## config.mk

```make
export PLATFORM = sky130hd
export DESIGN_NAME = cmdlist_parser
export DESIGN_NICKNAME = d
export VERILOG_FILES = /design/src/rtl/cmdlist_pkg.sv /design/src/rtl/cl_byte_mask.sv /design/src/rtl/cl_walker.sv /design/src/rtl/cmdlist_parser.sv
export SDC_FILE = /design/constraint.sdc
export NUM_CORES = 1
export LEC_CHECK = 0
export BUFFER_PORTS_ARGS = -buffer_cell sky130_fd_sc_hd__buf_4
export CORE_ASPECT_RATIO = 1.4
export CORE_MARGIN = 2
export CORE_UTILIZATION = 50
export CTS_CLUSTER_SIZE = 28
export DETAILED_ROUTE_END_ITERATION = 8
export PLACE_DENSITY = 0.87
export REMOVE_ABC_BUFFERS = 1
export SYNTH_ARGS = -nofsm -noshare
export SYNTH_HDL_FRONTEND = slang
export SYNTH_HIERARCHICAL = 1
export SYNTH_SLANG_ARGS = --single-unit
```

## constraint.sdc

```tcl
create_clock -name clk -period 3.4 [get_ports clk]
set_input_delay 0.68 -clock clk [delete_from_list [all_inputs] [get_ports clk]]
set_output_delay 0.68 -clock clk [all_outputs]
set_load 0.01 [all_outputs]
```

## src/rtl/cmdlist_pkg.sv

```systemverilog
package cmdlist_pkg;
  localparam int WORD_W = 32;
  localparam int ID_W   = 16;
  localparam int MIDX_W = 4;
  localparam int CNT_W  = 8;

  typedef struct packed {
    logic              seq;
    logic [2:0]        unused;
    logic [CNT_W-1:0]  extra;
    logic [MIDX_W-1:0] midx;
    logic [ID_W-1:0]   id;
  } hdr_t;

  typedef enum logic [2:0] {
    ST_IDLE, ST_BOUND, ST_PAD, ST_PARAM, ST_HDR, ST_EMIT, ST_EXTRA, ST_DONE
  } walk_st_e;
endpackage

```

## src/rtl/cl_byte_mask.sv

```systemverilog
module cl_byte_mask #(
  parameter int LANES = 4
) (
  input  logic [LANES-1:0]   idx,
  output logic [LANES*8-1:0] mask
);
  for (genvar g = 0; g < LANES; g++) begin : g_lane
    assign mask[g*8 +: 8] = {8{idx[g]}};
  end
endmodule

```

## src/rtl/cl_walker.sv

```systemverilog
module cl_walker
  import cmdlist_pkg::*;
#(
  parameter int SIZE_W = 12
) (
  input  logic              clk,
  input  logic              rst_n,
  input  logic              start,
  input  logic [SIZE_W-1:0] size_units,
  input  logic              word_valid,
  input  logic [WORD_W-1:0] word_data,
  output logic              word_ready,
  output logic              wr_valid,
  output logic [ID_W-1:0]   wr_id,
  output logic [WORD_W-1:0] wr_data,
  output logic [MIDX_W-1:0] wr_midx,
  input  logic              wr_ready,
  output logic              busy,
  output logic              done,
  output logic              trunc_err
);
  localparam int POS_W = SIZE_W + 1;

  walk_st_e          st_q, st_n;
  logic [POS_W-1:0]  pos_q, pos_n, total_q, total_n;
  logic [ID_W-1:0]   id_q, id_n;
  logic [WORD_W-1:0] dat_q, dat_n;
  logic [MIDX_W-1:0] midx_q, midx_n;
  logic [CNT_W-1:0]  cnt_q, cnt_n;
  logic              seq_q, seq_n, err_q, err_n;
  logic              at_end, take;
  hdr_t              hdr;

  assign hdr        = hdr_t'(word_data);
  assign at_end     = (pos_q == total_q);
  assign word_ready = (st_q inside {ST_PAD, ST_PARAM, ST_HDR, ST_EXTRA}) && !at_end;
  assign take       = word_ready && word_valid;

  always_comb begin
    st_n = st_q; pos_n = pos_q; total_n = total_q; id_n = id_q;
    dat_n = dat_q; midx_n = midx_q; cnt_n = cnt_q; seq_n = seq_q; err_n = err_q;
    unique case (st_q)
      ST_IDLE: if (start) begin
        total_n = {size_units, 1'b0};
        pos_n   = '0;
        err_n   = 1'b0;
        st_n    = ST_BOUND;
      end
      ST_BOUND: begin
        if (at_end)        st_n = ST_DONE;
        else if (pos_q[0]) st_n = ST_PAD;
        else               st_n = ST_PARAM;
      end
      ST_PAD: if (take) begin
        pos_n = pos_q + 1'b1;
        st_n  = ST_BOUND;
      end
      ST_PARAM: if (take) begin
        dat_n = word_data;
        pos_n = pos_q + 1'b1;
        st_n  = ST_HDR;
      end
      ST_HDR: begin
        if (at_end) begin
          err_n = 1'b1;
          st_n  = ST_DONE;
        end else if (take) begin
          id_n   = hdr.id;
          midx_n = hdr.midx;
          cnt_n  = hdr.extra;
          seq_n  = hdr.seq;
          pos_n  = pos_q + 1'b1;
          st_n   = ST_EMIT;
        end
      end
      ST_EMIT: if (wr_ready) begin
        st_n = (cnt_q == '0) ? ST_BOUND : ST_EXTRA;
      end
      ST_EXTRA: begin
        if (at_end) begin
          err_n = 1'b1;
          st_n  = ST_DONE;
        end else if (take) begin
          dat_n = word_data;
          cnt_n = cnt_q - 1'b1;
          id_n  = id_q + ID_W'(seq_q);
          pos_n = pos_q + 1'b1;
          st_n  = ST_EMIT;
        end
      end
      ST_DONE: st_n = ST_IDLE;
      default: st_n = ST_IDLE;
    endcase
  end

  always_ff @(posedge clk or negedge rst_n) begin
    if (!rst_n) begin
      st_q <= ST_IDLE; pos_q <= '0; total_q <= '0; id_q <= '0; dat_q <= '0;
      midx_q <= '0; cnt_q <= '0; seq_q <= 1'b0; err_q <= 1'b0;
    end else begin
      st_q <= st_n; pos_q <= pos_n; total_q <= total_n; id_q <= id_n; dat_q <= dat_n;
      midx_q <= midx_n; cnt_q <= cnt_n; seq_q <= seq_n; err_q <= err_n;
    end
  end

  assign wr_valid  = (st_q == ST_EMIT);
  assign wr_id     = id_q;
  assign wr_data   = dat_q;
  assign wr_midx   = midx_q;
  assign busy      = (st_q != ST_IDLE);
  assign done      = (st_q == ST_DONE);
  assign trunc_err = err_q;

  p_ready_busy_r7: assert property (@(posedge clk) disable iff (!rst_n)
    word_ready |-> busy);
  p_pos_bound_r7: assert property (@(posedge clk) disable iff (!rst_n)
    pos_q <= total_q);
  p_done_pulse_r7: assert property (@(posedge clk) disable iff (!rst_n)
    done |=> !done);
  p_err_done_r8: assert property (@(posedge clk) disable iff (!rst_n)
    $rose(trunc_err) |-> done);
  p_hold_r10: assert property (@(posedge clk) disable iff (!rst_n)
    (wr_valid && !wr_ready) |=> (wr_valid && $stable(wr_id) && $stable(wr_data) && $stable(wr_midx)));
  p_pad_nowrite_r6: assert property (@(posedge clk) disable iff (!rst_n)
    (st_q == ST_PAD) |-> !wr_valid);
endmodule

```

## src/rtl/cmdlist_parser.sv

```systemverilog
module cmdlist_parser
  import cmdlist_pkg::*;
#(
  parameter int SIZE_W = 12
) (
  input  logic              clk,
  input  logic              rst_n,
  input  logic              start,
  input  logic [SIZE_W-1:0] size_units,
  input  logic [31:0]       gas_word,
  input  logic [31:0]       flush_word,
  input  logic              word_valid,
  input  logic [31:0]       word_data,
  output logic              word_ready,
  output logic              wr_valid,
  output logic [15:0]       wr_id,
  output logic [31:0]       wr_data,
  output logic [31:0]       wr_mask,
  input  logic              wr_ready,
  output logic              busy,
  output logic              done,
  output logic              trunc_err,
  output logic              gas_update,
  output logic              flush_req
);
  logic [1:0]        rst_sync_q;
  logic              rst_ni;
  logic [MIDX_W-1:0] midx;
  logic              gas_q, flush_q, flag_en;

  always_ff @(posedge clk or negedge rst_n) begin
    if (!rst_n) rst_sync_q <= 2'b00;
    else        rst_sync_q <= {rst_sync_q[0], 1'b1};
  end
  assign rst_ni = rst_sync_q[1];

  cl_walker #(.SIZE_W(SIZE_W)) i_walk (
    .clk(clk), .rst_n(rst_ni), .start(start), .size_units(size_units),
    .word_valid(word_valid), .word_data(word_data), .word_ready(word_ready),
    .wr_valid(wr_valid), .wr_id(wr_id), .wr_data(wr_data), .wr_midx(midx),
    .wr_ready(wr_ready), .busy(busy), .done(done), .trunc_err(trunc_err)
  );

  cl_byte_mask #(.LANES(MIDX_W)) i_mask (.idx(midx), .mask(wr_mask));

  assign flag_en = start && !busy;
  always_ff @(posedge clk or negedge rst_ni) begin
    if (!rst_ni) begin
      gas_q   <= 1'b0;
      flush_q <= 1'b0;
    end else if (flag_en) begin
      gas_q   <= (gas_word == 32'd1);
      flush_q <= (flush_word == 32'd1);
    end
  end
  assign gas_update = gas_q;
  assign flush_req  = flush_q;

  function automatic logic lanes_ok(input logic [31:0] m);
    logic ok;
    ok = 1'b1;
    for (int b = 0; b < 4; b++)
      ok = ok && (m[b*8 +: 8] == 8'h00 || m[b*8 +: 8] == 8'hFF);
    return ok;
  endfunction

  p_mask_lanes_r3: assert property (@(posedge clk) disable iff (!rst_ni)
    wr_valid |-> lanes_ok(wr_mask));
  p_flags_idle_r9: assert property (@(posedge clk) disable iff (!rst_ni)
    busy |=> ($stable(gas_update) && $stable(flush_req)));
endmodule

```

After elaboration in Yosys (flattened, before gate mapping). Index checks and enable logic that the tools add are counted.

$mul: 0. Shift-type cells: 0. Div/mod/pow operators: 0. Bitwise gates (word level): 1. Eq/ne operators: 21. Mux-type cells: 30. $lt $le $gt $ge: 0. Reductions and logical operators: 22. $add $sub $neg: 3.

Operators with widths (count): $eq 32x1->1 const B (2); $mux 16 (4); $mux 32 (2); $pmux 32 s2 (1); $mux 13 (3); $pmux 13 s3 (1); $mux 8 (4); $pmux 16 s2 (1); $mux 3 (8); $pmux 3 s7 (1); $add 16x1->16 (1); $pmux 8 s2 (1); $add 13x1->13 const B (1); $eq 13x13->1 (1); $eq 3x3->1 const B (4); $ne 2x1->1 const B (6); $reduce_and 5->1 (2); $reduce_and 3->1 (3); $logic_not 8->1 (1); $ne 2x2->1 const B (4); $sub 8x1->8 const B (1); $eq 3x2->1 const B (2); $reduce_bool 2->1 (3); $reduce_bool 3->1 (2); 11 further kinds (18).

Memories kept: 0. Bits in read-only memories: 0. Logic and storage cells: 89. RAM bits: 0. Bits in latches: 0. Output and inout port bits: 87. Flip-flop bits (word level): 94.

Longest topological paths before layout. Gate-level depths: netlist (run 1).

Depth in word-level cells: 7. Mapped depth: 8. Depth with buffers taken out: 7.

By module. The synthesis (run 1) kept the hierarchy.

Modules (own cells, without submodules): cl_walker (area an instance 4780.8 µm², seq. area each 2252.2 µm², instances 1, cells each 472); cmdlist_parser (area an instance 312.8 µm², seq. area each 100.1 µm², instances 1, cells each 30); cl_byte_mask (area an instance 240.2 µm², seq. area each 0.0 µm², instances 1, cells each 32).

Worst setup path after synthesis (run 1). No wires, ideal clock.

Path kind: reg2out. Start point: register i_walk.pos_q[6]. End point: output port word_ready. Setup slack: 1.272 ns. Data arrival time: 1.448 ns. Cell stages (with the launch flop): 6. Data required time: 2.720 ns. Path through: dfrtp_1 > buf_6 > xnor2_1 > nand4_1 > nor4_1 > nor2_1.

Longest elaborated chain between the ends: 3.

RTL lines: from (decl) (line cl_walker.sv:25) `logic [POS_W-1:0] pos_q, pos_n, total_q, total_n;`; from (signal assigned) (line cl_walker.sv:101) `st_q <= st_n; pos_q <= pos_n; total_q <= total_n; id_q <= id_n; dat_q <= dat_n;`; $eq 13x13->1 (line cl_walker.sv:35) `assign at_end = (pos_q == total_q);`; $logic_not 1->1 (line cl_walker.sv:36) `assign word_ready = (st_q inside {ST_PAD, ST_PARAM, ST_HDR, ST_EXTRA}) && !at_end;`; $logic_and 1x1->1 (line cl_walker.sv:36); to (decl) (line cmdlist_parser.sv:14) `output logic word_ready,`.

No other way between the ends.

Final worst setup path (run 1).
Start point: register i_walk.st_q[2]. End point: output port word_ready.

Longest elaborated chain between the ends: 3. Elaborated cells between the ends (all ways): 6.

RTL lines: from (decl) (line cl_walker.sv:24) `walk_st_e st_q, st_n;`; from (signal assigned) (line cl_walker.sv:101); $eq 3x2->1 / $eq 3x3->1 (equally long branches) (line cl_walker.sv:36); $reduce_bool 4->1 (*) (line cl_walker.sv:36); $logic_and 1x1->1 (*) (line cl_walker.sv:36).

Every way passes the cells marked *; elsewhere a longest branch is shown, timed or not.

==> results of run 1 <==
## critical path, stage by stage, from the launching register on
cell and delay (ps):
dfrtp_1 500, nor2b_1 220, buf_4 230, nor2_1 500, buf_4 300, nor2_1 60, buf_4 140
## cell families (layout without fill, tap and decap cells)
logic type | Yosys count | in the layout | synth area share
xor+xnor | 12 | 12 | 0.0197
buf+inv | 70 | 231 | 0.0795
compound gates | 114 | 114 | 0.144
simple gates | 198 | 198 | 0.199
mux | 40 | 40 | 0.105
fa+ha+maj | 5 | 5 | 0.0117
other cells | 1 | 1 | 0.000703
flops | 94 | 94 | 0.441
## report_power, final
part           internal, uW  switching [uW]  leakage (uW)  total, uW
clock network           486             408      0.000116        893
logic                  1470            1350       0.00189       2810
registers              1600             506       0.00116       2100
## flip-flops by register name, summed over array words and instances, names as in the netlist, 2 cells and up
name / cells
rst_sync_q: 2
i_walk/pos_q: 13
i_walk/wr_id: 16
i_walk/wr_data: 32
i_walk/wr_midx: 4
i_walk/total_q: 12
i_walk/cnt_q: 8
i_walk/st_q: 3
## stage by stage
step	total power, uW	utilization	cell area, um^2
after floorplan	3570	-	4940
final	5810	0.667	6940
after global placement	4780	0.642	6690
after detailed placement	4900	0.642	6690
after CTS	5820	0.667	6940
after global routing	6170	0.667	6940
## layer usage
layer	GRT usage	wire (um)	share of wire
met3	0.0287	785	0.053
met4	0.102	413	0.028
met5	0	0	0
met1	0.303	5600	0.38
met2	0.463	8050	0.54
## cell usage in the layout, fill, tap and decap left out, types with 5 or more instances in the layout
| cell type | instances |
|---|---|
| nor3b_1 | 7 |
| nand4_1 | 11 |
| nor4_2 | 7 |
| nor2_1 | 26 |
| and3_1 | 10 |
| inv_1 | 7 |
| or3_1 | 8 |
| a21oi_1 | 23 |
| dfrtp_1 | 93 |
| xnor2_1 | 12 |
| nand2_1 | 65 |
| a31oi_1 | 11 |
| mux2_2 | 7 |
| mux2_4 | 30 |
| ha_1 | 5 |
| buf_4 | 209 |
| nor4_1 | 16 |
| nor3_1 | 9 |
| o31ai_1 | 11 |
| clkbuf_16 | 9 |
| nand3_1 | 17 |
| o21ai_0 | 31 |
## worst max-delay path by stage
stage | end | cells after the start | slack (ps) | from
3_5_place_dp | i_walk/wr_id[7] | 5 | 570 | i_walk/pos_q[9]
6_report | word_ready | 6 | 430 | i_walk/st_q[2]
5_1_grt | i_walk/wr_id[7] | 5 | 290 | i_walk/pos_q[9]
4_1_cts | word_ready | 6 | 480 | i_walk/st_q[2]
2_1_floorplan | i_walk/wr_data[12] | 4 | 420 | i_walk/st_q[2]
3_3_place_gp | i_walk/wr_id[7] | 5 | 660 | i_walk/pos_q[2]
## area by class of cell
| cell class | instances | share of cell area |
|---|---|---|
| Clock buffer | 10 | 0.0330 |
| Clock inverter | 4 | 0.00397 |
| Inverter | 8 | 0.00433 |
| Multi-Input combinational cell | 370 | 0.368 |
| Sequential cell | 94 | 0.339 |
| Tap cell | 138 | 0.0249 |
| Timing Repair Buffer | 209 | 0.226 |
==> metrics.md, run 1 <==
| Metric | Value |
|---|---|
| Synth warnings | 6 |
| DIE AREA | 11500 um^2 |
| WP data arrival | 2290 ps |
| Reg2reg end | i_walk/wr_id[7] |
| Post-CTS Resized | 0 |
| Dpl ws | 574 ps |
| Max-Cap Viols | 0 |
| Die X | 91.3 um |
| Yosys top cell by area | dfrtp_1 |
| Count leader, synth | dfrtp_1 |
| IO Port Bufs | 199 |
| Avg Cell Area, Syn | 9.99 um^2 |
| Post-CTS Setup Inserts | 0 |
| Drt drc | 0 |
| Slew margin rel. | 0.176 |
| Ratio of final minimum period to clock period | 0.874 |
| Starting Density | 0.513 |
| Crit path kind | flip-flop to output pin |
| Post-layout minimum cycle time | 2970 ps |
| First drt pass iteration count | 7 |
| Synth area leaders | dfrtp_1 (44%), mux2_4 (8.4%), nand2_1 (4.6%) |
| Cts hold-fix bufs | 0 |
| Mean routed wirelength per cell | 17.8 um |
| R2R Setup Slk | 510 ps |
| Mapped Cells | 534 |
| Vias/cell | 5.85 |
| FF-to-FF path depth | 5 |
| GRT Util Overall | 0.254 |
| Core ar. | 10400 um^2 |
| Reg area | 2360 um^2 |
| WL final | 14.8 mm |
| Diodes inserted | 0 |
| Nets | 810 |
| Critical path launch point type | flip-flop |
| Initial antenna violation count | 0 |
| #FFs+latches synth | 94 |
| TritonCTS Buffers | 9 |
| Top cells by count, synth | dfrtp_1 (94), nand2_1 (65), buf_4 (32) |
| Rows | 44 |
| Worst path required time | 2720 ps |
| Share of cells above drive strength 1 | 0.399 |
| Post-synth top area share | 0.441 |
| Clock buffer depth | 2 |
| Sink Count | 94 |
| Slew @ Worst Pin | 1230 ps |
| Routability cong. | 0.871 |
| Status | complete, no violations |
| Netlist Area Pre-Place | 5330 um^2 |
| Root Buffer | clkbuf_16 |
| Sequential-to-total area share from yosys stat | 0.441 |
| I/O Pins | 200 |
| Clk slew on worst S/H paths | 60 ps |
| Number of global-route vias before repair | 4899 |
| Area delta synth->final | 30.1% |
| Maximum VDD drop | 0.000525 V |
| Asr flop ratio synth | 1.00 |
| Pwr Density | 837 nW/um^2 |
| Largest net degree at the start of global routing | 48 |
| Die Y-Extent | 126 um |
| Htree depth | 3 |
| Placed insts | 819 |
| CTS tree | done |
| Critical R2R Launch | i_walk/pos_q[9] |
| Unrepaired setup endpoints after global routing | no |
| Via count | 4873 |
| Worst-path fanout max | 23 |
| Final worst slack | 427 ps |
| Clk_skew | 6.61 ps |
| Number of flops mapped to enable cells by yosys | 0 |
| Synth cell types | 57 |
| Fill cell count | 811 |
| Hold violation count in the final report | 0 |
| Crit end category | output pin |
| Non-Filler Instances | 833 |
| Antenna-violating nets left | 0 |
| Dominant synthesized flop cell | dfrtp_1 |
| Hold Slack | 104 ps |
| TNS Setup | 0 ps |
| Final setup vio count | 0 |
| Clock latency on the worst-skew pair | 340 ps |
| GRT overflow | 0 |
| First-pass GRT wire length | 23.8 mm |
| Worst min path class | input pin to async pin |
| Area occupied by multi-input gates | 2560 um^2 |
| Fmax | 336 MHz |
| Leakage | 0.00317 uW |
| DP HPWL | 10.8 mm |
| Initial DRC Count | 523 |
| Final Max Slew Viols | 0 |
Note: power is estimated with default switching activity, not from simulation.
==> inputs of run 2 (changes only) <==
SKIP_LAST_GASP = 1   (was default)
clock period = 3.35 ns   (was 3.4 ns; I/O delays follow)
==> run 2 against run 1 <==
Effect of this change:
- count of clock-buffer cells in the layout did not move
- non-clock buffer count rose by 1
- flip-flop and latch count did not move
- setup slack improved by 53 ps
- first-iteration DRC count fell by 8.8%
- die area did not move
- clock skew barely moved
- total power rose by 3.7%
- critical path depth fell by 1
- utilization rose by 0.47 points
- largest cell class unchanged
==> metrics.md, run 2 (synthesized netlist as in run 1, its figures left out) <==
| Metric | Value |
|---|---|
| Status | complete, no violations |
| Via count | 4809 |
| Antenna-violating nets left | 0 |
| Slew @ Worst Pin | 1310 ps |
| Ratio of final minimum period to clock period | 0.856 |
| Critical R2R Launch | i_walk/pos_q[2] |
| Mean routed wirelength per cell | 17.8 um |
| Top delay family on crit path | compound AO/OA/AOI/OAI gates |
| Max incr delay on CP | 940 ps |
| GRT Util Overall | 0.260 |
| Slew margin rel. | 0.127 |
| Crit path kind | flip-flop to flip-flop |
| Routability cong. | 0.869 |
| GRT overflow | 0 |
| Worst path required time | 3580 ps |
| Commonest cells after routing, fill and taps aside | buf_4 (210), dfrtp_1 (93), nand2_1 (65), o21ai_0 (31), mux2_4 (30) |
| Pwr Density | 863 nW/um^2 |
| Initial antenna violation count | 0 |
| Largest net degree at the start of global routing | 60 |
| Vias/cell | 5.75 |
| WP data arrival | 3100 ps |
| Post-CTS Setup Inserts | 0 |
| Leakage | 0.00320 uW |
| Worst-path fanout max | 26 |
| Slowest CP cell | o41a_1 |
| Die X | 91.3 um |
| Most common cell after layout, fill and taps aside | buf_4 |
| Initial DRC Count | 477 |
| Unrepaired setup endpoints after global routing | no |
| First-pass GRT wire length | 24.2 mm |
| Cts hold-fix bufs | 0 |
| Clock latency on the worst-skew pair | 340 ps |
| Dpl ws | 506 ps |
| Final setup vio count | 0 |
| TritonCTS Buffers | 9 |
| DP HPWL | 10.8 mm |
| Worst min path class | input pin to async pin |
| Final worst slack | 481 ps |
| Hold violation count in the final report | 0 |
| DIE AREA | 11500 um^2 |
| Nets | 811 |
| R2R Setup Slk | 480 ps |
| Diodes inserted | 0 |
| Die Y-Extent | 126 um |
| First drt pass iteration count | 4 |
| Crit path from | i_walk/pos_q[2] |
| Reg2reg end | i_walk/wr_id[7] |
| CTS tree | done |
| FF-to-FF path depth | 5 |
| Crit end category | flip-flop |
| Clk_skew | 6.53 ps |
| Drt drc | 0 |
| I/O Pins | 200 |
| Placed insts | 820 |
| Starting Density | 0.513 |
| IO Port Bufs | 199 |
| Max-Cap Viols | 0 |
| Buffers plus inverters on the worst setup path | 0 |
| Area delta synth->final | 31.1% |
| Sink Count | 94 |
| Critical path launch point type | flip-flop |
| Final Max Slew Viols | 0 |
| Maximum VDD drop | 0.000543 V |
| Crit-path cells | xnor2_1, nand4_1, o41a_1, nand2_1, a2111oi_2 |
| Core ar. | 10400 um^2 |
| Number of flip-flops in the largest register | 32 |
| WL final | 14.9 mm |
| Clk slew on worst S/H paths | 70 ps |
| Clock buffer depth | 2 |
| Post-layout minimum cycle time | 2870 ps |
| Root Buffer | clkbuf_16 |
| Fmax | 349 MHz |
| Rows | 44 |
| Htree depth | 3 |
| Post-CTS Resized | 0 |
| TNS Setup | 0 ps |
| Non-Filler Instances | 836 |
| Number of global-route vias before repair | 4891 |
| Share of cells above drive strength 1 | 0.401 |
## run 2: changes by cell type in the layout (fill, tap and decap cells not counted), sizes merged
| cell | delta |
|---|---|
| inv | +2 |
| buf | +1 |
| clkinvlp | -2 |
| clkinv | +1 |
| bufinv | +1 |
## run 2: layout make-up
| class | count | area (um^2) |
|---|---|---|
| clock inverters | 6 | 68.8 |
| inverters | 8 | 30.0 |
| repair buffers | 210 | 1580 |
| multi-input cells | 370 | 2560 |
| well taps | 138 | 173 |
| flip-flops and latches | 94 | 2360 |
| clock buffers | 10 | 229 |
| fillers | 796 | 3410 |
## run 2: how the worst max path moves through the flow
stage | endpoint | depth (start not counted)
2_1_floorplan | i_walk/wr_data[12] | 4
6_report | i_walk/wr_id[7] | 5
5_1_grt | i_walk/wr_id[7] | 5
3_5_place_dp | i_walk/wr_id[7] | 5
3_3_place_gp | i_walk/wr_id[7] | 5
4_1_cts | i_walk/wr_id[7] | 5
## run 2: per-layer routing
metal	vias to the layer above	global-route usage	wire length, um
met3	30	0.0287	745
met2	201	0.459	7880
met4	0	0.110	416
li1	2247	-	-
met1	2331	0.322	5810
met5	-	0	0
## run 2: power breakdown
| group | switching, uW | total, uW | internal, uW |
|---|---|---|---|
| sequential | 507 | 2130 | 1620 |
| clock | 444 | 1030 | 584 |
| combinational | 1380 | 2870 | 1490 |
## run 2: stage by stage
stage | utilization | instance area (um^2) | total power, uW | hold slack, ps
final | 0.672 | 6990 | 6030 | 93.5
after global routing | 0.672 | 6990 | 6400 | 84.1
after CTS | 0.672 | 6990 | 6050 | 84.2
after detailed placement | 0.643 | 6690 | 5000 | 339
after global placement | 0.643 | 6690 | 4860 | 341
after floorplan | - | 4940 | 3630 | 331
==> inputs of run 3 (changes only) <==
ABC_AREA = 1   (was default)
CORE_UTILIZATION = 51   (was 50)
PLACE_DENSITY = 0.88   (was 0.87)
==> run 3 against run 2 <==
Effect of this change:
- first-iteration DRC count down 31%
- synthesized cell count grew 44%
- utilization up 0.29 points
- final cell count grew 29%
- flip-flop and latch count did not move
- critical endpoint is now word_ready
- largest cell class unchanged
==> metrics.md, run 3 <==
| Metric | Value |
|---|---|
| Routability cong. | 0.931 |
| Max-Cap Viols | 0 |
| Synth warnings | 6 |
| Hold Slack | 98.7 ps |
| Largest net degree at the start of global routing | 80 |
| Met2 Use GR | 0.442 |
| Die Y-Extent | 128 um |
| Mapped Cells | 768 |
| Hold violation count in the final report | 0 |
| Mux share of post-synthesis cell area | 0 |
| Post-layout minimum cycle time | 2400 ps |
| Via count | 5497 |
| Starting Density | 0.519 |
| Crit path kind | flip-flop to output pin |
| Cell mode on critical path | inv_2 |
| Status | complete, no violations |
| Drt drc | 0 |
| Asr flop ratio synth | 1.00 |
| Most common cell after layout, fill and taps aside | nand2_1 |
| WP data arrival | 1730 ps |
| Synth Area in Compound Gates | 0.105 |
| Final worst slack | 945 ps |
| Final setup vio count | 0 |
| GRT Util Overall | 0.252 |
| Initial DRC Count | 330 |
| Pwr Density | 799 nW/um^2 |
| CTS tree | done |
| Clk_skew | 11.2 ps |
| Unrepaired setup endpoints after global routing | no |
| Final Max Slew Viols | 0 |
| GRT overflow | 0 |
| Count leader, synth | nand2_1 |
| DIE AREA | 11800 um^2 |
| Post-CTS Resized | 0 |
| Area delta synth->final | 30.1% |
| Sink Count | 94 |
| IO Port Bufs | 199 |
| Cts hold-fix bufs | 0 |
| Slew margin rel. | 0.333 |
| Number of flip-flops in the largest register | 32 |
| Netlist Area Pre-Place | 5580 um^2 |
| Post-CTS Setup Inserts | 0 |
| Synth Area in XOR/XNOR | 0.0110 |
| Slowest CP cell | dfrtp_1 |
| TritonCTS Buffers | 9 |
| Synthesized-area fraction occupied by adder cells | 0.0112 |
| Avg Cell Area, Syn | 7.26 um^2 |
| WL final | 14.4 mm |
| Post-route cell area | 7260 um^2 |
| Fmax | 416 MHz |
| Core ar. | 10800 um^2 |
| Antenna-violating nets left | 0 |
| Sequential-to-total area share from yosys stat | 0.422 |
| Share of cells above drive strength 1 | 0.301 |
| Worst path required time | 2680 ps |
| Placed inst area | 6910 um^2 |
| Rows | 45 |
| Combinational family with the most area after synthesis | simple AND/OR/NAND/NOR gates |
| Layer with the highest usage | met2 |
| Commonest cells after routing, fill and taps aside | nand2_1 (247), buf_4 (205), dfrtp_1 (93), inv_1 (79), nor2_1 (68) |
| Grt met1 use | 0.303 |
| Global-route track usage on met3 | 0.0523 |
| Nets | 1049 |
| Dominant synthesized flop cell | dfrtp_1 |
| #FFs+latches synth | 94 |
| Htree depth | 3 |
| Dpl ws | 1220 ps |
| Leakage | 0.00383 uW |
| Synth cell types | 37 |
| DP HPWL | 10.6 mm |
| Root Buffer | clkbuf_16 |
| First-pass GRT wire length | 24.0 mm |
| Worst-path fanout max | 12 |
| Synth area leaders | dfrtp_1 (42%), nand2_1 (17%), o21ai_0 (5.5%) |
| Ratio of final minimum period to clock period | 0.718 |
| Number of flops mapped to enable cells by yosys | 0 |
| TNS Setup | 0 ps |
| Mean routed wirelength per cell | 13.4 um |
| I/O Pins | 200 |
| Number of global-route vias before repair | 5215 |
| Clock latency on the worst-skew pair | 350 ps |
| Maximum VDD drop | 0.000518 V |
| Post-synthesis simple-gate area fraction | 0.322 |
| Initial antenna violation count | 0 |
| Clk slew on worst S/H paths | 60 ps |
| First drt pass iteration count | 5 |
| Worst min path class | input pin to async pin |
| Crit end category | output pin |
| Die X | 92.4 um |
| Crit-path cells | inv_2, nor2_1, nor2_2, inv_2, nand2_1, inv_1, buf_4 |
| Diodes inserted | 0 |
| Yosys top cell by area | dfrtp_1 |
| Post-synth top area share | 0.422 |
| Critical path launch point type | flip-flop |
| Top cells by count, synth | nand2_1 (247), dfrtp_1 (94), inv_1 (79) |
| Clock buffer depth | 2 |
| Slew @ Worst Pin | 1000 ps |
| Max incr delay on CP | 430 ps |
| Vias/cell | 5.10 |
## run 3: cell count changes after synthesis, moves of 13 or more
cell | before | now
clkbuf_1 | 21 | 3
mux2_4 | 30 | 0
nor4_1 | 16 | 2
nor2_1 | 26 | 68
o21ai_2 | 0 | 20
nand3_1 | 17 | 47
nand2_2 | 0 | 14
o21ai_0 | 31 | 61
a21oi_1 | 23 | 10
inv_1 | 7 | 79
nand2_1 | 65 | 247
## run 3: cell families (layout without fill, tap and decap cells)
logic type,count (synthesis),after routing
other cells,1,1
xor+xnor,7,7
buf+inv,141,309
compound gates,99,99
flops,94,94
fa+ha+maj,5,5
simple gates,421,421
## run 3: critical path: cells and delay by family, from the launching register on
family | cells | cell delay (ps)
buffers and inverters | 4 | 470
DFF | 1 | 430
and+or+nand+nor | 3 | 500
## run 3: worst paths after layout
| path | from | endpoint | slack (ps) | cells after the start |
|---|---|---|---|---|
| worst max-delay path | i_walk/st_q[1] | word_ready | 950 | 7 |
| worst min-delay path | rst_n | rst_sync_q[1] | 100 | 1 |
| worst max register to register | i_walk/st_q[1] | i_walk/wr_id[15] | 1140 | 10 |
| worst min register to register | rst_sync_q[0] | rst_sync_q[1] | 370 | 0 |
| max in group asynchronous | rst_sync_q[1] | flush_req | 2110 | 1 |
| min in group clk | rst_sync_q[0] | rst_sync_q[1] | 370 | 0 |
## run 3: cell type report
class                      instances  area [um^2]
fill                             888         3500
clock buffer                      10          229
clock inverter                     6          116
tap                              141          176
multi-input combinational        533         2510
inverter                          88          330
timing repair buffer             205         1540
sequential                        94         2360
## run 3: power breakdown
part | internal, uW | switching, uW
Combinational | 1150 | 1440
Clock | 736 | 442
Sequential | 1590 | 449
Total | 3470 | 2330
## run 3: through the flow
stage	instances	total power, uW	util
3_5_place_dp	1061	4610	0.643
4_1_cts	1077	5820	0.675
2_1_floorplan	715	3370	-
5_1_grt	1077	6210	0.675
6_report	1077	5800	0.675
3_3_place_gp	1061	4530	0.643
## run 3: per-layer routing
layer / vias up / share of wire
li1: 2716 / -
met1: 2522 / 0.38
met2: 225 / 0.52
met3: 34 / 0.069
met4: 0 / 0.027
met5: - / 0
